===== config.mk =====
export PLATFORM = sky130hd
export DESIGN_NAME = vec_addsub_engine
export DESIGN_NICKNAME = d
export VERILOG_FILES = /design/src/rtl/vas_pkg.sv /design/src/rtl/vas_addr_gen.sv /design/src/rtl/vas_sat_addsub.sv /design/src/rtl/vec_addsub_engine.sv
export SDC_FILE = /design/constraint.sdc
export NUM_CORES = 1
export LEC_CHECK = 0
export ABC_AREA = 1
export BUFFER_PORTS_ARGS = -buffer_cell sky130_fd_sc_hd__buf_4
export CAP_MARGIN = 40
export CORE_UTILIZATION = 25
export CTS_CLUSTER_DIAMETER = 100
export DETAILED_ROUTE_END_ITERATION = 10
export PLACE_DENSITY_LB_ADDON = 0.12
export RECOVER_POWER = 100
export SYNTH_ARGS = -nofsm -noshare
export SYNTH_HDL_FRONTEND = slang
export SYNTH_SLANG_ARGS = --single-unit

===== constraint.sdc =====
create_clock -name clk -period 2.74 [get_ports clk]
set_input_delay 0.548 -clock clk [delete_from_list [all_inputs] [get_ports clk]]
set_output_delay 0.548 -clock clk [all_outputs]
set_load 0.01 [all_outputs]

===== src/rtl/vas_pkg.sv =====
package vas_pkg;
    typedef enum logic {
        OP_ADD = 1'b0,
        OP_SUB = 1'b1
    } op_e;

    localparam int NUM_STREAMS = 3;
    localparam int STRM_A      = 0;
    localparam int STRM_B      = 1;
    localparam int STRM_Z      = 2;
endpackage


===== src/rtl/vas_addr_gen.sv =====
module vas_addr_gen #(
    parameter int ADDR_W = 10
) (
    input  logic              clk,
    input  logic              rst_n,
    input  logic              load,
    input  logic [ADDR_W-1:0] base,
    input  logic              step,
    output logic [ADDR_W-1:0] addr
);
    logic [ADDR_W-1:0] addr_d, addr_q;

    always_comb begin
        addr_d = addr_q;
        if (load) begin
            addr_d = base;
        end else if (step) begin
            addr_d = addr_q + ADDR_W'(1);
        end
    end

    always_ff @(posedge clk or negedge rst_n) begin
        if (!rst_n) begin
            addr_q <= '0;
        end else begin
            addr_q <= addr_d;
        end
    end

    assign addr = addr_q;
endmodule


===== src/rtl/vas_sat_addsub.sv =====
module vas_sat_addsub
    import vas_pkg::*;
#(
    parameter int DATA_W = 16
) (
    input  logic [DATA_W-1:0] a,
    input  logic [DATA_W-1:0] b,
    input  op_e               op,
    output logic [DATA_W-1:0] y
);
    localparam int EXT_W = DATA_W + 1;
    localparam logic [DATA_W-1:0] MAX_POS = {1'b0, {(DATA_W-1){1'b1}}};
    localparam logic [DATA_W-1:0] MAX_NEG = {1'b1, {(DATA_W-1){1'b0}}};

    logic [EXT_W-1:0] a_ext, b_ext, raw;

    always_comb begin
        a_ext = {a[DATA_W-1], a};
        b_ext = {b[DATA_W-1], b};
        if (op == OP_SUB) begin
            raw = a_ext - b_ext;
        end else begin
            raw = a_ext + b_ext;
        end
        if (raw[EXT_W-1] != raw[EXT_W-2]) begin
            y = raw[EXT_W-1] ? MAX_NEG : MAX_POS;
        end else begin
            y = raw[DATA_W-1:0];
        end
    end
endmodule


===== src/rtl/vec_addsub_engine.sv =====
module vec_addsub_engine
    import vas_pkg::*;
#(
    parameter int DATA_W = 16,
    parameter int ADDR_W = 10,
    parameter int LEN_W  = 10
) (
    input  logic              clk,
    input  logic              rst_n,
    input  logic              start,
    input  logic              mode_sub,
    input  logic [LEN_W-1:0]  vec_len,
    input  logic [ADDR_W-1:0] base_a,
    input  logic [ADDR_W-1:0] base_b,
    input  logic [ADDR_W-1:0] base_z,
    input  logic [DATA_W-1:0] rd_data_a,
    input  logic [DATA_W-1:0] rd_data_b,
    output logic [ADDR_W-1:0] rd_addr_a,
    output logic [ADDR_W-1:0] rd_addr_b,
    output logic [ADDR_W-1:0] wr_addr,
    output logic [DATA_W-1:0] wr_data,
    output logic              wr_en,
    output logic              idle
);
    typedef struct packed {
        logic              issue_v;
        logic              data_v;
        logic [LEN_W-1:0]  remain;
        op_e               op;
        logic              wr_en;
        logic [ADDR_W-1:0] wr_addr;
        logic [DATA_W-1:0] wr_data;
    } state_t;

    state_t st_d, st_q;

    logic                               launch;
    logic                               idle_w;
    logic [DATA_W-1:0]                  sum_w;
    logic [NUM_STREAMS-1:0][ADDR_W-1:0] gen_base;
    logic [NUM_STREAMS-1:0][ADDR_W-1:0] gen_addr;
    logic [NUM_STREAMS-1:0]             gen_step;

    assign idle_w = !(st_q.issue_v || st_q.data_v || st_q.wr_en);
    assign launch = start && idle_w && (vec_len != '0);

    assign gen_base[STRM_A] = base_a;
    assign gen_base[STRM_B] = base_b;
    assign gen_base[STRM_Z] = base_z;
    assign gen_step[STRM_A] = st_q.issue_v;
    assign gen_step[STRM_B] = st_q.issue_v;
    assign gen_step[STRM_Z] = st_q.data_v;

    for (genvar g = 0; g < NUM_STREAMS; g++) begin : g_stream
        vas_addr_gen #(.ADDR_W(ADDR_W)) u_gen (
            .clk   (clk),
            .rst_n (rst_n),
            .load  (launch),
            .base  (gen_base[g]),
            .step  (gen_step[g]),
            .addr  (gen_addr[g])
        );
    end

    vas_sat_addsub #(.DATA_W(DATA_W)) u_alu (
        .a  (rd_data_a),
        .b  (rd_data_b),
        .op (st_q.op),
        .y  (sum_w)
    );

    always_comb begin
        st_d = st_q;
        if (launch) begin
            st_d.issue_v = 1'b1;
            st_d.remain  = vec_len;
            st_d.op      = mode_sub ? OP_SUB : OP_ADD;
        end else if (st_q.issue_v) begin
            st_d.remain = st_q.remain - LEN_W'(1);
            if (st_q.remain == LEN_W'(1)) begin
                st_d.issue_v = 1'b0;
            end
        end
        st_d.data_v = st_q.issue_v;
        st_d.wr_en  = st_q.data_v;
        if (st_q.data_v) begin
            st_d.wr_addr = gen_addr[STRM_Z];
            st_d.wr_data = sum_w;
        end
    end

    always_ff @(posedge clk or negedge rst_n) begin
        if (!rst_n) begin
            st_q <= '{issue_v: 1'b0, data_v: 1'b0, remain: '0, op: OP_ADD,
                      wr_en: 1'b0, wr_addr: '0, wr_data: '0};
        end else begin
            st_q <= st_d;
        end
    end

    assign rd_addr_a = gen_addr[STRM_A];
    assign rd_addr_b = gen_addr[STRM_B];
    assign wr_addr   = st_q.wr_addr;
    assign wr_data   = st_q.wr_data;
    assign wr_en     = st_q.wr_en;
    assign idle      = idle_w;
endmodule


==> flow_summary_export.csv <==
group,metric,value,unit
outcome,status,"finished with violations",
outcome,failed_checks,"capacitance limit, slew limit, setup timing",
yosys,yosys_warnings,0,
floorplan,dieArea,20830,um2
sta,hold-worst-slack,0.4367,ns
pwr,p_per_area,458.3,nW/um2
sta,max_slew_margin,-0.2916,
yosys,avgSynthCellArea,7.448,um2
detailed_routing,routedWlPerCell,13.36,um
yosys,synthCells,680,
pwr,pwr-share-comb,0.260,
yosys,ys_ff_latch,70,
place,dp.final_hpwl,11720,um
sta,setup-tns-final,-1.647,ns
global_routing,grt_usage,0.1477,
yosys,synth_fp_nets,779,
worst_setup_path,cp.required,2.96,ns
place,numPortBuffers,123,
floorplan,die_h,144.3,um
detailed_routing,num_vias,4991,
floorplan,core,19650,um2
cts,postCtsHoldBufs,0,
layout,drive_gt1_frac,0.3314,
sta,drv_slew,35,
sta,fin_crit_sh,1.045,
floorplan,initial_core_util,0.2577,
global_routing,overflow,0,
place,dpl.cell_count,1097,
pwr,switchingPower,0.0009323,W
pwr,p_leak,3.572,nW
hold_path,worstHoldPathType,"in -> reg",
yosys,yosys-top-cells-area,"dfrtp_1 35%, nand2_1 14%, xor2_1 6.4%",
pwr,vdd_ir_drop_max,291.1,uV
sta,max_freq,0.3492,GHz
place,gp_congestion,0.8096,
cts,clockBufferDepth,2,
yosys,synth_top_area_share,0.3458,
yosys,async_reset_ff_frac,1.000,
cts,tritoncts,"yes",
yosys,synth_common_cells,"188 x nand2_1, 78 x inv_1, 70 x dfrtp_1",
detailed_routing,postRouteAntennaNets,0,
global_routing,grt_pass1_wl,23870,um
floorplan,rows,51,
run,cap_violations,1,
detailed_routing,first_iter_violations,231,
yosys,synth.most_common_cell,"nand2_1",
sta,hold_violations,0,
cts,root_buffer,"clkbuf_16",
yosys,yosys.area.top_type,"dfrtp_1",
layout,diodes,0,
layout,synthToLayoutAreaGrowth,41.67,%
worst_setup_path,crit_type,"in -> reg",
pwr,p_sw_frac,0.2835,
floorplan,io-pin-count,124,
layout,final_cells,1122,
sta,finalSetupViolations,15,
worst_setup_path,critPathMaxFanout,11,
sta,period_minus_slack,2.863,ns
yosys,syn_area,5065,um2
cts,insertion_delay,0.33,ns
cts,cts_max_level,3,
sta,finalClockSkew,0.004473,ns
detailed_routing,drt_wl_total,14990,um
layout,design_area,7176,um2
detailed_routing,drc_errors,0,
detailed_routing,vias_per_cell,4.448,
layout,fin_util,0.3651,
cts,cts-buffers-inserted,9,
layout,nets,952,
yosys,synth-seq-area-share,0.3458,
yosys,synth-edff-count,0,
yosys,synth.distinct_cells,42,
pwr,p_int,0.002356,W
global_routing,antenna_found_initial,0,
sta,worstMarginPinSlew,1.937,ns
cts,path_clk_slew,0.06,ns
floorplan,die_x,144.3,um
sta,fin_ws,-0.1234,ns
worst_setup_path,crit_arrival,3.08,ns
worst_setup_path,endpoint_kind,"flop",
cts,clock_sinks,70,
global_routing,grt_max_degree,38,
global_routing,grt_pass1_vias,4832,
pwr,seq_power_share,0.352,
worst_setup_path,startpoint_type,"input port",
yosys,synth_flop_cell,"dfrtp_1",
detailed_routing,first_pass_iters,6,
pwr,pwr-share-clk,0.388,
place,place_area,6623,um2
sta,rsz0062_at_grt,"true",
[metal layers]
metal,GRT usage,routed length [um]
met5,0,0
met4,0.04709,265
met3,0.02517,778
met2,0.2465,7055
met1,0.1927,6892
[through the flow]
| stage | total power (W) | setup WS [ns] |
|---|---|---|
| after floorplan | 0.001593 | -0.1023 |
| after global placement | 0.001946 | -0.5093 |
| after detailed placement | 0.001951 | -0.5564 |
| after CTS | 0.003311 | -0.1274 |
| after global routing | 0.003463 | -0.3406 |
| final | 0.003289 | -0.1234 |
[critical path: stages]
cell and delay (ns):
buf_8 0.10, nor2_4 0.10, nand2_2 0.07, nor3_4 0.19, nand3b_1 0.15, o21ai_2 0.22
o21ai_1 0.10, xor2_1 0.15, ha_1 0.32, nand2_1 0.07, inv_2 0.11, nand2_4 0.07
nor3_4 0.14, nand2_1 0.10, nand3_2 0.09, nand2_2 0.07, nand2_4 0.10, nor2_4 0.06
nor2_4 0.10, buf_12 0.15, a21oi_2 0.06
[registers in the layout, indices dropped and copies added, names as in the netlist]
register and cells:
wr_en 1, g_stream.u_gen.addr 30, gen_step 2, wr_data 16
st_q 11, wr_addr 10
[logic make-up after synthesis]
kind of cell / after synthesis / share of synthesized area
AND/OR/NAND/NOR: 315 / 0.2695
buffers and inverters: 126 / 0.1181
adder cells (fa/ha/maj): 23 / 0.05830
AO/OA/AOI/OAI: 100 / 0.1287
flip-flops: 70 / 0.3458
XOR/XNOR: 46 / 0.07955
[worst paths after layout]
kind	cells after the start	end	start	slack, ns
worst min register to register	2	wr_addr[6]$_DFFE_PN0P_	wr_addr[6]$_DFFE_PN0P_	0.48
worst min-delay path	3	g_stream[0].u_gen.addr[3]$_DFFE_PN0P_	base_a[3]	0.44
min in group asynchronous	1	wr_addr[9]$_DFFE_PN0P_	rst_n	0.75
max in group asynchronous	2	wr_data[9]$_DFFE_PN0P_	rst_n	0.45
worst max register to register	17	wr_data[9]$_DFFE_PN0P_	st_q[27]$_DFFE_PN0P_	-0.01
worst max-delay path	21	wr_data[9]$_DFFE_PN0P_	rd_data_b[5]	-0.12
[power by group through the flow]
stage                     combinational, W  clock, W  sequential (W)
final                             0.000856   0.00128         0.00116
after global routing              0.000943   0.00135         0.00117
after CTS                         0.000835   0.00131         0.00116
after detailed placement          0.000773         0         0.00118
after global placement            0.000768         0         0.00118
after floorplan                   0.000450         0         0.00114
[final cells by class]
| cell class | count | area [um2] |
|---|---|---|
| multi-input cells | 485 | 2887 |
| clock buffers | 10 | 239.0 |
| fillers | 2151 | 12480 |
| well taps | 265 | 331.6 |
| clock inverters | 5 | 83.83 |
| inverters | 82 | 307.8 |
| flip-flops and latches | 70 | 1752 |
| repair buffers | 205 | 1575 |
[cells in the final DEF, fill, tap and decap left out, types with 4 or more instances in the layout]
cell type	n
nand4_1	9
xnor2_1	9
nor2_1	44
a21oi_1	13
inv_1	75
nor3_1	6
nand2_2	15
o211ai_1	18
buf_4	196
nand3_1	32
nor4_1	4
inv_2	6
o221ai_1	9
clkbuf_16	9
a21oi_2	17
nand2_1	179
o21ai_0	28
dfrtp_1	70
ha_1	20
nand2_4	5
nor2_4	5
xor2_1	37
[what timing repair did]
action	CTS	global route
pin swaps	4	13
resized for setup	19	25
setup buffers	7	3
cloned	1	0
hold endpoints to repair	0	0
setup endpoints to repair	15	16
(Power assumes the default switching activity.)
